===== src/rtl/chan_accum_pkg.sv =====
package chan_accum_pkg;

  typedef enum logic [1:0] {
    CMD_IDLE = 2'd0,
    CMD_ZERO = 2'd1,
    CMD_ADD  = 2'd2,
    CMD_SEED = 2'd3
  } acc_cmd_e;

  // strobes from control to datapath
  typedef struct packed {
    logic capture;   // latch element onto pointwise port
    logic accWr;     // write channel sum
    logic addOld;    // base is current sum
    logic addSeed;   // base is the seed
    logic setValid;  // mark channel valid
    logic drainPop;  // drain beat taken
  } acc_strobe_t;

endpackage


===== src/rtl/chan_accum_ctrl.sv =====
module chan_accum_ctrl
  import chan_accum_pkg::*;
#(
  parameter int NUM_CH = 8,
  parameter int LANE_W = 4
) (
  input  logic              clk,
  input  logic              rstN,
  input  logic              inValid,
  input  logic [1:0]        inCmd,
  input  logic              seedValid,
  input  logic [LANE_W-1:0] seedLanes,
  input  logic              drainReq,
  input  logic              drReady,
  input  logic              anyValid,
  input  logic              lastValid,
  output logic              inReady,
  output logic              drValid,
  output logic              wrValid,
  output logic              errNoSeed,
  output logic              errLanes,
  output logic              errEmpty,
  output acc_strobe_t       stb
);

  logic draining;
  logic accept, seedOk, isSeed, isZero, drainStart;

  assign inReady    = !draining && !drainReq;
  assign drValid    = draining;
  assign accept     = inValid && inReady;
  assign isSeed     = acc_cmd_e'(inCmd) == CMD_SEED;
  assign isZero     = acc_cmd_e'(inCmd) == CMD_ZERO;
  assign seedOk     = seedValid && (seedLanes == LANE_W'(NUM_CH));
  assign drainStart = drainReq && !draining && anyValid;

  always_comb begin
    stb          = '0;
    stb.capture  = accept;
    stb.addOld   = acc_cmd_e'(inCmd) == CMD_ADD;
    stb.addSeed  = isSeed;
    stb.accWr    = accept && (isZero || stb.addOld || (isSeed && seedOk));
    stb.setValid = accept && (isZero || (isSeed && seedOk));
    stb.drainPop = draining && drReady;
  end

  always_ff @(posedge clk) begin
    if (!rstN) begin
      draining  <= 1'b0;
      wrValid   <= 1'b0;
      errNoSeed <= 1'b0;
      errLanes  <= 1'b0;
      errEmpty  <= 1'b0;
    end else begin
      if (drainStart)
        draining <= 1'b1;
      else if (stb.drainPop && lastValid)
        draining <= 1'b0;
      wrValid   <= accept;
      errNoSeed <= accept && isSeed && !seedValid;
      errLanes  <= accept && isSeed && seedValid && !seedOk;
      errEmpty  <= drainReq && !draining && !anyValid;
    end
  end

endmodule


===== src/rtl/chan_accum_dp.sv =====
module chan_accum_dp
  import chan_accum_pkg::*;
#(
  parameter int NUM_CH = 8,
  parameter int DATA_W = 32,
  parameter int CH_W   = 3
) (
  input  logic                     clk,
  input  logic                     rstN,
  input  acc_strobe_t              stb,
  input  logic [CH_W-1:0]          inChan,
  input  logic signed [DATA_W-1:0] inData,
  input  logic signed [DATA_W-1:0] seedData,
  output logic                     anyValid,
  output logic                     lastValid,
  output logic [CH_W-1:0]          drChan,
  output logic signed [DATA_W-1:0] drData,
  output logic signed [DATA_W-1:0] wrData
);

  localparam logic signed [DATA_W-1:0] MAX_V = {1'b0, {(DATA_W-1){1'b1}}};
  localparam logic signed [DATA_W-1:0] MIN_V = {1'b1, {(DATA_W-1){1'b0}}};

  logic signed [DATA_W-1:0] accReg [NUM_CH];
  logic [NUM_CH-1:0]        chValid;
  logic signed [DATA_W-1:0] base, satSum;
  logic signed [DATA_W:0]   wideSum;
  logic [CH_W-1:0]          curIdx;

  always_comb begin
    if (stb.addOld)       base = accReg[inChan];
    else if (stb.addSeed) base = seedData;
    else                  base = '0;
    wideSum = {base[DATA_W-1], base} + {inData[DATA_W-1], inData};
    if (wideSum[DATA_W] != wideSum[DATA_W-1])
      satSum = wideSum[DATA_W] ? MIN_V : MAX_V;
    else
      satSum = wideSum[DATA_W-1:0];
  end

  // lowest valid channel feeds the drain port
  always_comb begin
    curIdx = '0;
    for (int i = NUM_CH - 1; i >= 0; i--)
      if (chValid[i]) curIdx = CH_W'(i);
  end

  assign anyValid  = |chValid;
  assign lastValid = anyValid && ((chValid & (chValid - 1'b1)) == '0);
  assign drChan    = curIdx;
  assign drData    = accReg[curIdx];

  generate
    for (genvar g = 0; g < NUM_CH; g++) begin : g_ch
      always_ff @(posedge clk) begin
        if (!rstN) begin
          accReg[g]  <= '0;
          chValid[g] <= 1'b0;
        end else begin
          if (stb.accWr && inChan == CH_W'(g))
            accReg[g] <= satSum;
          if (stb.setValid && inChan == CH_W'(g))
            chValid[g] <= 1'b1;
          else if (stb.drainPop && curIdx == CH_W'(g))
            chValid[g] <= 1'b0;
        end
      end
    end
  endgenerate

  always_ff @(posedge clk) begin
    if (!rstN)            wrData <= '0;
    else if (stb.capture) wrData <= inData;
  end

endmodule


===== src/rtl/chan_accum.sv =====
module chan_accum
  import chan_accum_pkg::*;
#(
  parameter int NUM_CH = 8,
  parameter int DATA_W = 32,
  localparam int CH_W   = $clog2(NUM_CH),
  localparam int LANE_W = $clog2(NUM_CH + 1)
) (
  input  logic              clk,
  input  logic              rstN,
  input  logic              inValid,
  output logic              inReady,
  input  logic [1:0]        inCmd,
  input  logic [CH_W-1:0]   inChan,
  input  logic [DATA_W-1:0] inData,
  input  logic              seedValid,
  input  logic [DATA_W-1:0] seedData,
  input  logic [LANE_W-1:0] seedLanes,
  output logic              wrValid,
  output logic [DATA_W-1:0] wrData,
  output logic              errNoSeed,
  output logic              errLanes,
  input  logic              drainReq,
  output logic              errEmpty,
  output logic              drValid,
  input  logic              drReady,
  output logic [CH_W-1:0]   drChan,
  output logic [DATA_W-1:0] drData,
  output logic              drLast
);

  acc_strobe_t stb;
  logic anyValid, lastValid;

  chan_accum_ctrl #(.NUM_CH(NUM_CH), .LANE_W(LANE_W)) i_ctrl (
    .clk, .rstN, .inValid, .inCmd, .seedValid, .seedLanes, .drainReq, .drReady,
    .anyValid, .lastValid, .inReady, .drValid, .wrValid, .errNoSeed, .errLanes,
    .errEmpty, .stb
  );

  chan_accum_dp #(.NUM_CH(NUM_CH), .DATA_W(DATA_W), .CH_W(CH_W)) i_dp (
    .clk, .rstN, .stb, .inChan, .inData, .seedData, .anyValid, .lastValid,
    .drChan, .drData, .wrData
  );

  assign drLast = drValid && lastValid;

endmodule


===== config.mk =====
export PLATFORM = sky130hd
export DESIGN_NAME = chan_accum
export DESIGN_NICKNAME = d
export VERILOG_FILES = /design/src/rtl/chan_accum_pkg.sv /design/src/rtl/chan_accum_ctrl.sv /design/src/rtl/chan_accum_dp.sv /design/src/rtl/chan_accum.sv
export SDC_FILE = /design/constraint.sdc
export NUM_CORES = 1
export LEC_CHECK = 0
export BUFFER_PORTS_ARGS = -buffer_cell sky130_fd_sc_hd__buf_2
export CAP_MARGIN = 15
export CORE_ASPECT_RATIO = 1.5
export CORE_MARGIN = 3
export CORE_UTILIZATION = 55
export CTS_CLUSTER_DIAMETER = 40
export DETAILED_ROUTE_END_ITERATION = 6
export HOLD_SLACK_MARGIN = 0.12
export PLACE_DENSITY = 0.77
export SLEW_MARGIN = 10
export SYNTH_ARGS = -nofsm -noshare
export SYNTH_HDL_FRONTEND = slang
export SYNTH_HIERARCHICAL = 1
export SYNTH_SLANG_ARGS = --single-unit

===== constraint.sdc =====
create_clock -name clk -period 4.9 [get_ports clk]
set_input_delay 0.735 -clock clk [delete_from_list [all_inputs] [get_ports clk]]
set_output_delay 0.735 -clock clk [all_outputs]
set_load 0.01 [all_outputs]

== Word-level counts from Yosys, hierarchy flattened ==
Memories as Yosys holds them, arrays and structs flattened.
Index checks and enable logic that the tools add are counted.
Storage, ports and cells
  logic and storage cells: 170
  output and inout port bits: 74
  register bits: 45
  bits in latches: 0
  bits in writable memories: 256
  memories kept: 1
  ROM bits: 0
  input port bits: 79
Memory list
  i_dp.accReg: depth 8, width 32, read ports 2, clocked after memory_dff 0, wr ports 8, RTL line chan_accum_dp.sv:24  | logic signed [DATA_W-1:0] accReg [NUM_CH];
Operators by class
  multiplexer cells: 63
  reductions and logical operators: 62
  order comparisons: 0
  bitwise operators: 9
  multiply operators: 0
  shift operators: 0
  div/mod/pow operators: 0
  $add $sub $neg: 2
  eq/ne operators: 19
Operator list (number)
  32-bit two-way mux: 12
  1-bit two-way mux: 43
  1-bit logical AND: 41
  32-bit by 32-bit adder with 33-bit output: 1
  3-bit equality test, second input constant: 8
  3-bit two-way mux: 8
  2-bit nonzero test: 9
  3-bit by 2-bit equality test with 1-bit output, second input constant: 4
  8-bit AND: 1
  8-bit zero test: 1
  1-bit bitwise OR: 8
  8-bit OR reduction: 1
  8-bit by 1-bit subtractor with 8-bit output, second input constant: 1
  3-bit by 1-bit equality test with 1-bit output, second input constant: 2
  3-bit zero test: 2
  1-bit zero test: 5
  2-bit equality test, second input constant: 2
  4-bit equality test, second input constant: 1
  1-bit logical OR: 3
  2-bit by 1-bit equality test with 1-bit output, second input constant: 1
  1-bit != test: 1

== Depth between registers and ports, before layout ==
Gate-level depths: netlist (run 1).
  depth in word-level cells: 12
  mapped depth: 19
  gate-level depth less buffers: 15

== By module ==
Netlist (run 1), hierarchy kept.
Modules (own cells, without submodules)
  chan_accum_dp: cells each 1320, instances 1, area an instance 17105.2 um^2, sequential area each 8488.1 um^2
  chan_accum_ctrl: cells each 29, instances 1, area an instance 274.0 um^2, sequential area each 100.1 um^2
  chan_accum: cells each 1, instances 1, area an instance 6.3 um^2, sequential area each 0.0 um^2

== Least setup slack after synthesis (run 1) ==
No wires, ideal clock.
  path type: input to register
  from: input port inChan[0]
  to: memory i_dp.accReg[3][28] (data pin)
  setup slack: -0.188 ns
  stages on the path: 16
  setup time: 0.270 ns
  path buffers: 4
  data arrival time: 4.817 ns
  required time: 4.630 ns
  cell sequence: clkbuf_1 buf_1 mux4_2 mux2_2 a22o_1 ha_1 clkbuf_1 a21o_1 a31oi_1 o21ai_0 a221o_1 a2111oi_2 mux2i_4 nand2_1 clkbuf_1 o21ai_0
RTL lines
  from (decl): RTL line chan_accum.sv:14  | input logic [CH_W-1:0] inChan,
  to (decl): RTL line chan_accum_dp.sv:24

==> results of run 1 <==
## report_power, final
group / internal, mW / switching (mW)
clock network: 1.48 / 1.06
logic: 0.485 / 0.638
registers: 2.88 / 0.0560
total: 4.84 / 1.75
## registers in the layout (all words and copies together) (netlist names)
| register | flops |
|---|---|
| i_ctrl/drValid | 1 |
| i_ctrl/errEmpty | 1 |
| i_ctrl/errLanes | 1 |
| i_ctrl/errNoSeed | 1 |
| i_ctrl/wrValid | 1 |
| i_dp/accReg | 256 |
| i_dp/chValid | 8 |
| i_dp/wrData | 32 |
## Yosys cell counts (7+ instances only)
cell,instances
xor2_1,17
nor2b_1,46
nor3_1,16
a22o_1,30
a21boi_0,7
o21ai_2,11
mux2i_1,32
a21o_1,19
ha_1,35
mux4_2,128
edfxtp_1,256
nor2_1,38
o21ai_0,253
dfxtp_1,45
nand4_1,9
inv_1,17
o21ai_1,29
xnor2_1,11
clkbuf_1,71
a21oi_1,35
buf_1,17
nand2b_1,9
mux2_2,64
nand2_1,44
clkbuf_2,21
nand3_1,12
## stage by stage
stage	hold slack, ns	area (um2)	std cells
finish	0.421	20600	1997
global route	0.423	20600	1997
CTS	0.403	20600	1997
detailed placement	0.501	19500	1937
global placement	0.490	19500	1937
floorplan	0.507	17400	1350
## per-layer routing
metal / global-route usage (%) / up-vias
li1: - / 5769
met1: 40.1 / 6758
met2: 55.4 / 1068
met3: 7.21 / 297
met4: 18.1 / 0
met5: 0 / -
## worst max-delay path by stage
stage	endpoint	depth (start not counted)	start
global route	i_dp/accReg[7][28]	17	inChan[0]
floorplan	i_dp/accReg[3][28]	16	inChan[0]
detailed placement	i_dp/accReg[3][23]	16	inChan[0]
CTS	i_dp/accReg[3][23]	16	inChan[0]
global placement	i_dp/accReg[1][23]	16	inChan[0]
finish	i_dp/accReg[2][27]	16	inChan[0]
## kinds of logic (layout without fill, tap and decap cells)
group                    count (synthesis)  after routing  synth area share (%)
AO/OA/AOI/OAI                          428            428                  14.6
flip-flops                             301            301                  49.4
multiplexers                           225            225                  22.7
AND/OR/NAND/NOR                        197            197                  5.92
buffers and inverters                  135            377                  3.31
adder cells (fa/ha/maj)                 36             36                  2.63
XOR/XNOR                                28             28                  1.41
## area by class of cell
cell class / count / area (um2) / share of cell area [%]
Inverter: 17 / 63.8 / 0.309
Tap cell: 405 / 507 / 2.46
Timing Repair Buffer: 300 / 2040 / 9.89
Sequential cell: 301 / 8590 / 41.6
Multi-Input combinational cell: 914 / 8320 / 40.3
Clock inverter: 18 / 180 / 0.873
Clock buffer: 42 / 932 / 4.52
## placed cells by master, fill, tap and decap left out, types with 36 or more instances in the layout
cell and instances:
dfxtp_1 45, mux4_2 128, nand2_1 44, o21ai_0 246, buf_2 151, nor2_1 36, buf_4 135, mux2_2 64
edfxtp_1 256, nor2b_1 45
## repair_timing
action	4_1_cts	5_1_grt
endpoints found under the setup margin	0	14
gates resized for setup	0	2
hold endpoints to repair	0	0
==> reports/metrics.cfg, run 1 <==
[outcome]
status = complete, no violations

[worst_setup_path]
crit_chain = buf_4 -> buf_4 -> buf_12 -> mux4_2 -> mux2_2 -> a22o_1 -> ha_1 -> a21o_1 -> a31oi_1 -> o31a_1 -> o32ai_4 -> o21ai_2 -> and4_1 -> o21ai_2 -> buf_4 -> o21ai_1
reg2reg_depth = 15
cp_num_buf_inv = 4
worstReg2RegStart = i_dp/accReg[3][1]
crit_path_end_kind = register
crit_arrival_ns = 5.03
crit_path_frequent_cell = buf_4
crit_slowest_cell = mux4_2
worstSetupPathType = in -> reg
r2r_end = i_dp/accReg[2][27]
cp-start-kind = primary input
cp.required_ns = 5.23
crit_fanout = 17
regToRegSetupSlack_ns = 0.45
crit_family = compound AO/OA/AOI/OAI gates
cpPeakStageDelay_ns = 0.52

[hold_path]
hold_class = in -> reg
min_delay_path_depth = 2
hold_start = seedValid
worst_hold_path.endpoint = i_ctrl/errNoSeed

[floorplanning]
ioPinCount = 153
die_x_um = 151
initial_core_util_pct = 55.8
core_area_um2 = 31100
rows = 79
die_area_um2 = 33800
die_h_um = 224

[timing]
setup_tns_ns = 0
fmax_ghz = 0.213
slew-limit-headroom_pct = 20.8
setup_ws_ns = 0.200
rsz0062_at_grt = false
finalSetupViolCount = 0
hold_viol = 0
tightest_slew_ns = 1.18
clock_skew_ns = 0.0202
fin_crit_sh_pct = 95.9
drv_slew = 0
fin_crit_ns = 4.70

[route]
ant_nets = 0
drt-initial-drc-count = 1756
routed_via_density = 6.96
met1_length_mm = 18.2
routed_wl_mm = 56.2
wl_met2_mm = 27.5
via_count = 13892
wl_per_cell_um = 28.1
firstDrtPassIters = 7
drc = 0
top_layer = met4
dr_wl_met3_mm = 6.66

[place]
post-place-ws_ns = -0.259
routabilityCongestion = 1.02
dp_hpwl_mm = 37.3
port_buffers = 152

[layout]
nets = 1683
utilization_pct = 66.3
syn2layout_area_growth_pct = 18.7
fillers = 2249
antennaDiodeCount = 0
drive_gt1_share_pct = 36.5

[grt]
grt_pass1_vias = 14183
antenna_found_initial = 0
track_usage_pct = 33.2
grt_overflow = 0
grt_pass1_wl_mm = 83.6
grt_max_degree = 65

[cts]
cts_buffers = 34
htreeDepth = 2
cts_num_sinks = 301
cts_tree = built
clock_latency_ns = 0.53
path_clk_slew_ns = 0.06
cts-root-buf = clkbuf_16
cts_hold_buf = 0
postCtsSetupBuffers = 0
clockBufferDepth = 3

[yosys]
yosysUniqueCellTypes = 68
synth_edf_count = 256
synth_largest_area_cell = edfxtp_1
yosysWarnings = 6
ys_seq_area_share_pct = 49.4
async_flop_share_pct = 0
avgSynthCellArea_um2 = 12.9
syn_area_um2 = 17400
syn-num-nets = 1465
yosysTopAreaCellShare_pct = 44.2
synth_area_leaders = edfxtp_1 44%, mux4_2 17%, o21ai_0 7.3%
ys_seq_elements = 301
synthCells = 1350
ys.flop_type = edfxtp_1

[pwr]
ir_drop_mv = 0.289
power_density_nw_per_um2 = 320
leakagePower_nw = 7.95
finalPower_mw = 6.60

[job]
maxCapViolations = 0

(Power assumes the default switching activity.)
==> inputs of run 2 (changes only) <==
--- a/config.mk
+++ b/config.mk
@@ -5,15 +5,15 @@
 export SDC_FILE = /design/constraint.sdc
 export NUM_CORES = 1
 export LEC_CHECK = 0
-export BUFFER_PORTS_ARGS = -buffer_cell sky130_fd_sc_hd__buf_2
 export CAP_MARGIN = 15
 export CORE_ASPECT_RATIO = 1.5
 export CORE_MARGIN = 3
-export CORE_UTILIZATION = 55
+export CORE_UTILIZATION = 58
 export CTS_CLUSTER_DIAMETER = 40
 export DETAILED_ROUTE_END_ITERATION = 6
+export DONT_BUFFER_PORTS = 1
 export HOLD_SLACK_MARGIN = 0.12
-export PLACE_DENSITY = 0.77
+export PLACE_DENSITY = 0.76
 export SLEW_MARGIN = 10
 export SYNTH_ARGS = -nofsm -noshare
 export SYNTH_HDL_FRONTEND = slang
==> reports/metrics.cfg, run 2 (same netlist as run 1, synthesis figures left out) <==
[grt]
grt_pass1_wl_mm = 83.7  ; about the same
grt_max_degree = 77  ; +18%
grt_overflow = 0  ; unchanged
track_usage_pct = 35.0  ; +1.8 points
antenna_found_initial = 2  ; +2
grt_pass1_vias = 13588  ; -4.2%

[layout]
finalInstanceArea_um2 = 19200  ; -6.7%
final_common_cell = edfxtp_1
top_regs = i_dp/accReg: 256 flops, i_dp/wrData: 32 flops, i_dp/chValid: 8 flops
nets = 1451  ; -14%
mostFrequentLayoutCells = 256 x edfxtp_1, 246 x o21ai_0, 128 x mux4_2
largest_reg_flops = 256  ; unchanged
drive_gt1_share_pct = 26.3  ; -10 points
stdcell_count = 1758  ; -12%
syn2layout_area_growth_pct = 10.7
largest-register = i_dp/accReg

[route]
routed_via_density = 7.49  ; +7.6%
wl_per_cell_um = 32.0  ; +14%
ant_nets = 0  ; unchanged
firstDrtPassIters = 5  ; -2
via_count = 13159  ; -5.3%
drt-initial-drc-count = 1800  ; +2.5%
drc = 0  ; unchanged
routed_wl_mm = 56.2  ; about the same

[timing]
fin_crit_sh_pct = 95.9  ; about the same
tightest_slew_ns = 1.26  ; +0.0733 ns
clock_skew_ns = 0.0243  ; +0.00411 ns
setup_ws_ns = 0.199  ; -0.00154 ns
fmax_ghz = 0.213  ; about the same
fin_crit_ns = 4.70  ; +0.00154 ns
finalSetupViolCount = 0  ; unchanged
hold_viol = 0  ; unchanged
slew-limit-headroom_pct = 15.9  ; -4.9 points
setup_tns_ns = 0  ; unchanged
rsz0062_at_grt = false
drv_slew = 0  ; unchanged

[worst_setup_path]
reg2reg_depth = 14  ; -1
crit_fanout = 8  ; -9
cp.required_ns = 5.26  ; +0.03 ns
crit_slowest_cell = mux4_2
worstSetupPathType = reg -> reg
crit_chain = mux4_2 -> mux2_2 -> a22oi_1 -> inv_1 -> ha_1 -> a211o_1 -> a211oi_2 -> o31a_1 -> o32ai_4 -> o21ai_2 -> mux2i_4 -> nand2_1 -> buf_4 -> o21ai_0
crit_family = compound AO/OA/AOI/OAI gates
cp_num_buf_inv = 2  ; -2
crit_cells = 14  ; -2
cpPeakStageDelay_ns = 0.47  ; -0.05 ns
crit_arrival_ns = 5.06  ; +0.03 ns
cp-start-kind = register
crit_path_end_kind = register

[floorplanning]
die_h_um = 218  ; -2.5%
die_x_um = 147  ; -2.5%
die_area_um2 = 32100  ; -5.0%
rows = 77  ; -2.5%
initial_core_util_pct = 59.0  ; +3.1 points
core_area_um2 = 29500  ; -5.3%
ioPinCount = 153  ; unchanged

[pwr]
p_switching_mw = 1.78  ; +1.6%
switching_share_pct = 27.2  ; +0.60 points
pwr-share-seq_pct = 44.9  ; +0.4 points
p_comb_share_pct = 14.3  ; -2.7 points
power_frac_clock_pct = 40.8  ; +2.3 points
power_density_nw_per_um2 = 341  ; +6.6%
p_int_mw = 4.77  ; -1.4%
ir_drop_mv = 0.250  ; -13%
leakagePower_nw = 6.88  ; -13%
finalPower_mw = 6.56  ; -0.63%

[cts]
cts_buffers = 35  ; +2.9%
path_clk_slew_ns = 0.07  ; about the same
cts_hold_buf = 0  ; unchanged
clockBufferDepth = 3  ; unchanged
cts_resized = 0  ; unchanged
cts_tree = built
clock_latency_ns = 0.54  ; about the same
cts_num_sinks = 301  ; unchanged
postCtsSetupBuffers = 0  ; unchanged
cts-root-buf = clkbuf_16
htreeDepth = 2  ; unchanged

[hold_path]
min_delay_path_depth = 1  ; -1
hold_class = in -> reg

[place]
dp_hpwl_mm = 35.9  ; -3.7%
dpl_cell_area_um2 = 18000  ; -7.5%
routabilityCongestion = 0.943  ; -7.2%
post-place-ws_ns = -0.0581  ; +0.201 ns
dp_cells = 1694  ; -13%
port_buffers = 0  ; -100%

[job]
maxCapViolations = 0  ; unchanged

[outcome]
status = complete, no violations

## run 2: metal layers
| layer | wire length, um | part of all wire [%] | track usage, % | vias up |
|---|---|---|---|---|
| met5 | 0 | 0 | 0 | - |
| met4 | 4610 | 8.2 | 23.4 | 0 |
| met3 | 6840 | 12 | 8.50 | 306 |
| met2 | 27300 | 49 | 58.2 | 1099 |
| met1 | 17500 | 31 | 40.2 | 6437 |
| li1 | - | - | - | 5317 |
## run 2: cell type report
type                            instances  area (um2)
Antenna cell                            1        2.50
Clock buffer                           41         981
Clock inverter                         22         210
Fill cell                            2152       10200
Inverter                               17        63.8
Multi-Input combinational cell        914        8330
Sequential cell                       301        8590
Tap cell                              395         494
Timing Repair Buffer                   67         578
## run 2: path summary, 6_finish.rpt
check | startpoint | end | slack, ns
worst max-delay path | i_dp/accReg[4][1] | i_dp/accReg[5][17] | 0.20
worst min-delay path | seedValid | i_ctrl/errNoSeed | 0.28
worst max register to register | i_dp/accReg[4][1] | i_dp/accReg[5][17] | 0.20
worst min register to register | i_dp/wrData[13] | i_dp/wrData[13] | 0.56
## run 2: metrics by stage
stage / utilization [%] / hold WS (ns)
finish: 65.3 / 0.281
floorplan: - / 0.507
CTS: 65.3 / 0.266
global route: 65.3 / 0.277
detailed placement: 61.2 / 0.559
global placement: 61.2 / 0.540
## run 2: power groups by stage
stage | combinational, mW | clock, mW | sequential (mW)
floorplan | 0.640 | 0 | 2.98
global placement | 0.891 | 0 | 2.99
detailed placement | 0.904 | 0 | 3.00
CTS | 0.913 | 2.69 | 2.94
global route | 0.985 | 2.79 | 2.95
finish | 0.935 | 2.67 | 2.95
==> inputs of run 3 (changes only) <==
--- a/config.mk
+++ b/config.mk
@@ -5,17 +5,17 @@
 export SDC_FILE = /design/constraint.sdc
 export NUM_CORES = 1
 export LEC_CHECK = 0
+export ABC_AREA = 1
 export CAP_MARGIN = 15
 export CORE_ASPECT_RATIO = 1.5
 export CORE_MARGIN = 3
-export CORE_UTILIZATION = 58
+export CORE_UTILIZATION = 50
 export CTS_CLUSTER_DIAMETER = 40
 export DETAILED_ROUTE_END_ITERATION = 6
 export DONT_BUFFER_PORTS = 1
 export HOLD_SLACK_MARGIN = 0.12
-export PLACE_DENSITY = 0.76
+export PLACE_DENSITY = 0.68
 export SLEW_MARGIN = 10
 export SYNTH_ARGS = -nofsm -noshare
 export SYNTH_HDL_FRONTEND = slang
-export SYNTH_HIERARCHICAL = 1
 export SYNTH_SLANG_ARGS = --single-unit
==> reports/metrics.cfg, run 3 <==
[hold_path]
hold_class = in -> reg

[pwr]
switching_share_pct = 30.8  ; +3.7 points
power_frac_clock_pct = 38.4  ; -2.4 points
leakagePower_nw = 7.70  ; +12%
power_density_nw_per_um2 = 353  ; +3.6%
p_switching_mw = 2.10  ; +18%
p_comb_share_pct = 18.2  ; +3.9 points
pwr-share-seq_pct = 43.4  ; -1.5 points
finalPower_mw = 6.81  ; +3.9%
ir_drop_mv = 0.264  ; +5.6%
p_int_mw = 4.71  ; -1.4%

[floorplanning]
die_h_um = 236  ; +8.1%
die_x_um = 159  ; +8.0%
ioPinCount = 153  ; unchanged
die_area_um2 = 37500  ; +17%
rows = 83  ; +7.8%
initial_core_util_pct = 51.0  ; -8.0 points
core_area_um2 = 34500  ; +17%

[yosys]
yosysMostFrequentCell = nand2_1
ys_seq_elements = 301  ; unchanged
ys_seq_area_share_pct = 48.9  ; -0.54 points
avgSynthCellArea_um2 = 8.51  ; -34%
synth_commonest_cells = 466 x nand2_1, 276 x a21oi_1, 256 x edfxtp_1
synth_area_leaders = edfxtp_1 44%, nand2_1 10%, a21oi_1 7.9%
yosysUniqueCellTypes = 37  ; -46%
yosysTopAreaCellShare_pct = 43.7  ; -0.49 points
synthCells = 2065  ; +53%
syn_area_um2 = 17600  ; +1.1%
synth_largest_area_cell = edfxtp_1
yosysWarnings = 0  ; -6
synth_edf_count = 256  ; unchanged
async_flop_share_pct = 0  ; unchanged
ys.flop_type = edfxtp_1
syn-num-nets = 2180  ; +49%

[worst_setup_path]
worstSetupPathType = reg -> out
cp-start-kind = register
crit_chain = o21bai_1 -> nand2_1 -> nand2_1 -> nand2_2 -> buf_4 -> nand2_1 -> o21ai_0 -> a21oi_1 -> nand3_1 -> o21ai_0 -> inv_1
crit_path_frequent_cell = nand2_1
crit_family = simple AND/OR/NAND/NOR gates
crit_fanout = 56  ; +48
crit_path_end_kind = output pin
cp_num_buf_inv = 2  ; unchanged
cp.required_ns = 4.16  ; -1.10 ns
cpPeakStageDelay_ns = 0.70  ; +0.23 ns
crit_arrival_ns = 3.64  ; -1.42 ns
crit_slowest_cell = buf_4

[timing]
fin_crit_ns = 4.37  ; -0.328 ns
finalSetupViolCount = 0  ; unchanged
slew-limit-headroom_pct = 26.6  ; +11 points
fmax_ghz = 0.229  ; +7.5%
tightest_slew_ns = 1.09  ; -0.162 ns
rsz0062_at_grt = false
hold_viol = 0  ; unchanged
holdWs_ns = 0.271  ; -0.0105 ns
clock_skew_ns = 0.0131  ; -0.0112 ns
fin_crit_sh_pct = 89.3  ; -6.7 points
drv_slew = 0  ; unchanged
setup_tns_ns = 0  ; unchanged

[layout]
final_common_cell = nand2_1
mostFrequentLayoutCells = 465 x nand2_1, 276 x a21oi_1, 256 x edfxtp_1
syn2layout_area_growth_pct = 9.77
nets = 2134  ; +47%
largest-register = i_dp.accReg
largest_reg_flops = 256  ; unchanged
top_regs = i_dp.accReg: 256 flops, i_dp.wrData: 32 flops, i_dp.chValid: 8 flops
fillers = 3101  ; +44%
drive_gt1_share_pct = 8.66  ; -18 points

[cts]
htreeDepth = 2  ; unchanged
cts_tree = built
cts-root-buf = clkbuf_16
clockBufferDepth = 3  ; unchanged
cts_hold_buf = 0  ; unchanged
postCtsSetupBuffers = 0  ; unchanged
cts_num_sinks = 301  ; unchanged
cts_resized = 0  ; unchanged
clock_latency_ns = 0.54  ; about the same
path_clk_slew_ns = 0.06  ; about the same
cts_buffers = 36  ; +2.9%

[route]
routed_via_density = 6.52  ; -13%
drt-initial-drc-count = 2119  ; +18%
routed_wl_mm = 63.5  ; +13%
via_count = 16389  ; +25%
drc = 3  ; +3
wl_per_cell_um = 25.3  ; -21%
ant_nets = 0  ; unchanged
firstDrtPassIters = 7  ; +2

[grt]
grt_overflow = 0  ; unchanged
grt_pass1_wl_mm = 94.4  ; +13%
track_usage_pct = 32.7  ; -2.3 points
grt_pass1_vias = 15870  ; +17%
grt_max_degree = 71  ; -7.8%
antenna_found_initial = 3  ; +1

[place]
dp_hpwl_mm = 40.2  ; +12%
routabilityCongestion = 0.981  ; +3.9%
port_buffers = 0  ; unchanged

[job]
maxCapViolations = 0  ; unchanged

[outcome]
violations = design-rule violations
status = finished with violations

## run 3: cell types whose count changed after synthesis, moves of 116 or more
cell     before  now
a21oi_1      35  276
a22oi_1       3  119
inv_1        17  135
mux4_2      128    0
nand2_1      44  466
nand3_1      12  147
o21ai_0     253   77
## run 3: final cells by class
cell class / count / area (um2) / share of cell area [%]
flip-flops and latches: 301 / 8590 / 44.5
diodes: 2 / 5.00 / 0.0259
multi-input cells: 1465 / 7720 / 40.0
clock inverters: 20 / 196 / 1.02
inverters: 150 / 568 / 2.94
clock buffers: 43 / 948 / 4.91
well taps: 467 / 584 / 3.03
repair buffers: 65 / 683 / 3.54
## run 3: path summary, 6_finish.rpt
| check | startpoint | endpoint | slack [ns] | cells past startpoint |
|---|---|---|---|---|
| setup / recovery | i_dp.chValid[6] | drData[16] | 0.53 | 11 |
| hold / removal | seedValid | i_ctrl.errNoSeed | 0.27 | 1 |
| setup reg to reg | i_dp.accReg[1][25] | i_dp.accReg[2][1] | 1.30 | 16 |
| hold reg to reg | i_dp.chValid[4] | i_dp.chValid[4] | 0.51 | 2 |
## run 3: logic make-up (layout without fill, tap and decap cells)
| group | after synthesis | after routing | share of synthesized area, % |
|---|---|---|---|
| AND/OR/NAND/NOR | 825 | 825 | 19.8 |
| AO/OA/AOI/OAI | 587 | 587 | 20.5 |
| flip-flops | 301 | 301 | 48.9 |
| buffers and inverters | 299 | 278 | 7.40 |
| adder cells (fa/ha/maj) | 36 | 36 | 2.60 |
| XOR/XNOR | 17 | 17 | 0.847 |
| other | 0 | 2 | 0 |
## run 3: power by group through the flow
stage / registers, mW / clock network [mW] / logic [mW]
4_1_cts: 2.96 / 2.62 / 1.20
3_3_place_gp: 3.00 / 0 / 1.18
6_report: 2.96 / 2.61 / 1.24
5_1_grt: 2.97 / 2.71 / 1.32
2_1_floorplan: 2.99 / 0 / 0.869
3_5_place_dp: 3.01 / 0 / 1.20
## run 3: routing by layer
metal	up-vias	GRT usage, %	part of all wire (%)
met1	7673	40.1	35
li1	7256	-	-
met5	-	0	0.025
met2	1218	54.5	47
met4	2	15.7	5.5
met3	240	7.31	13
## run 3: stage by stage
step / utilization (%) / instance area, um2 / instances / worst slack [ns]
2_1_floorplan: - / 17600 / 2065 / 1.01
3_3_place_gp: 52.6 / 18100 / 2447 / 0.570
3_5_place_dp: 52.6 / 18100 / 2447 / 0.444
4_1_cts: 55.9 / 19300 / 2510 / 0.710
5_1_grt: 56.0 / 19300 / 2512 / 0.551
6_report: 56.0 / 19300 / 2513 / 0.527
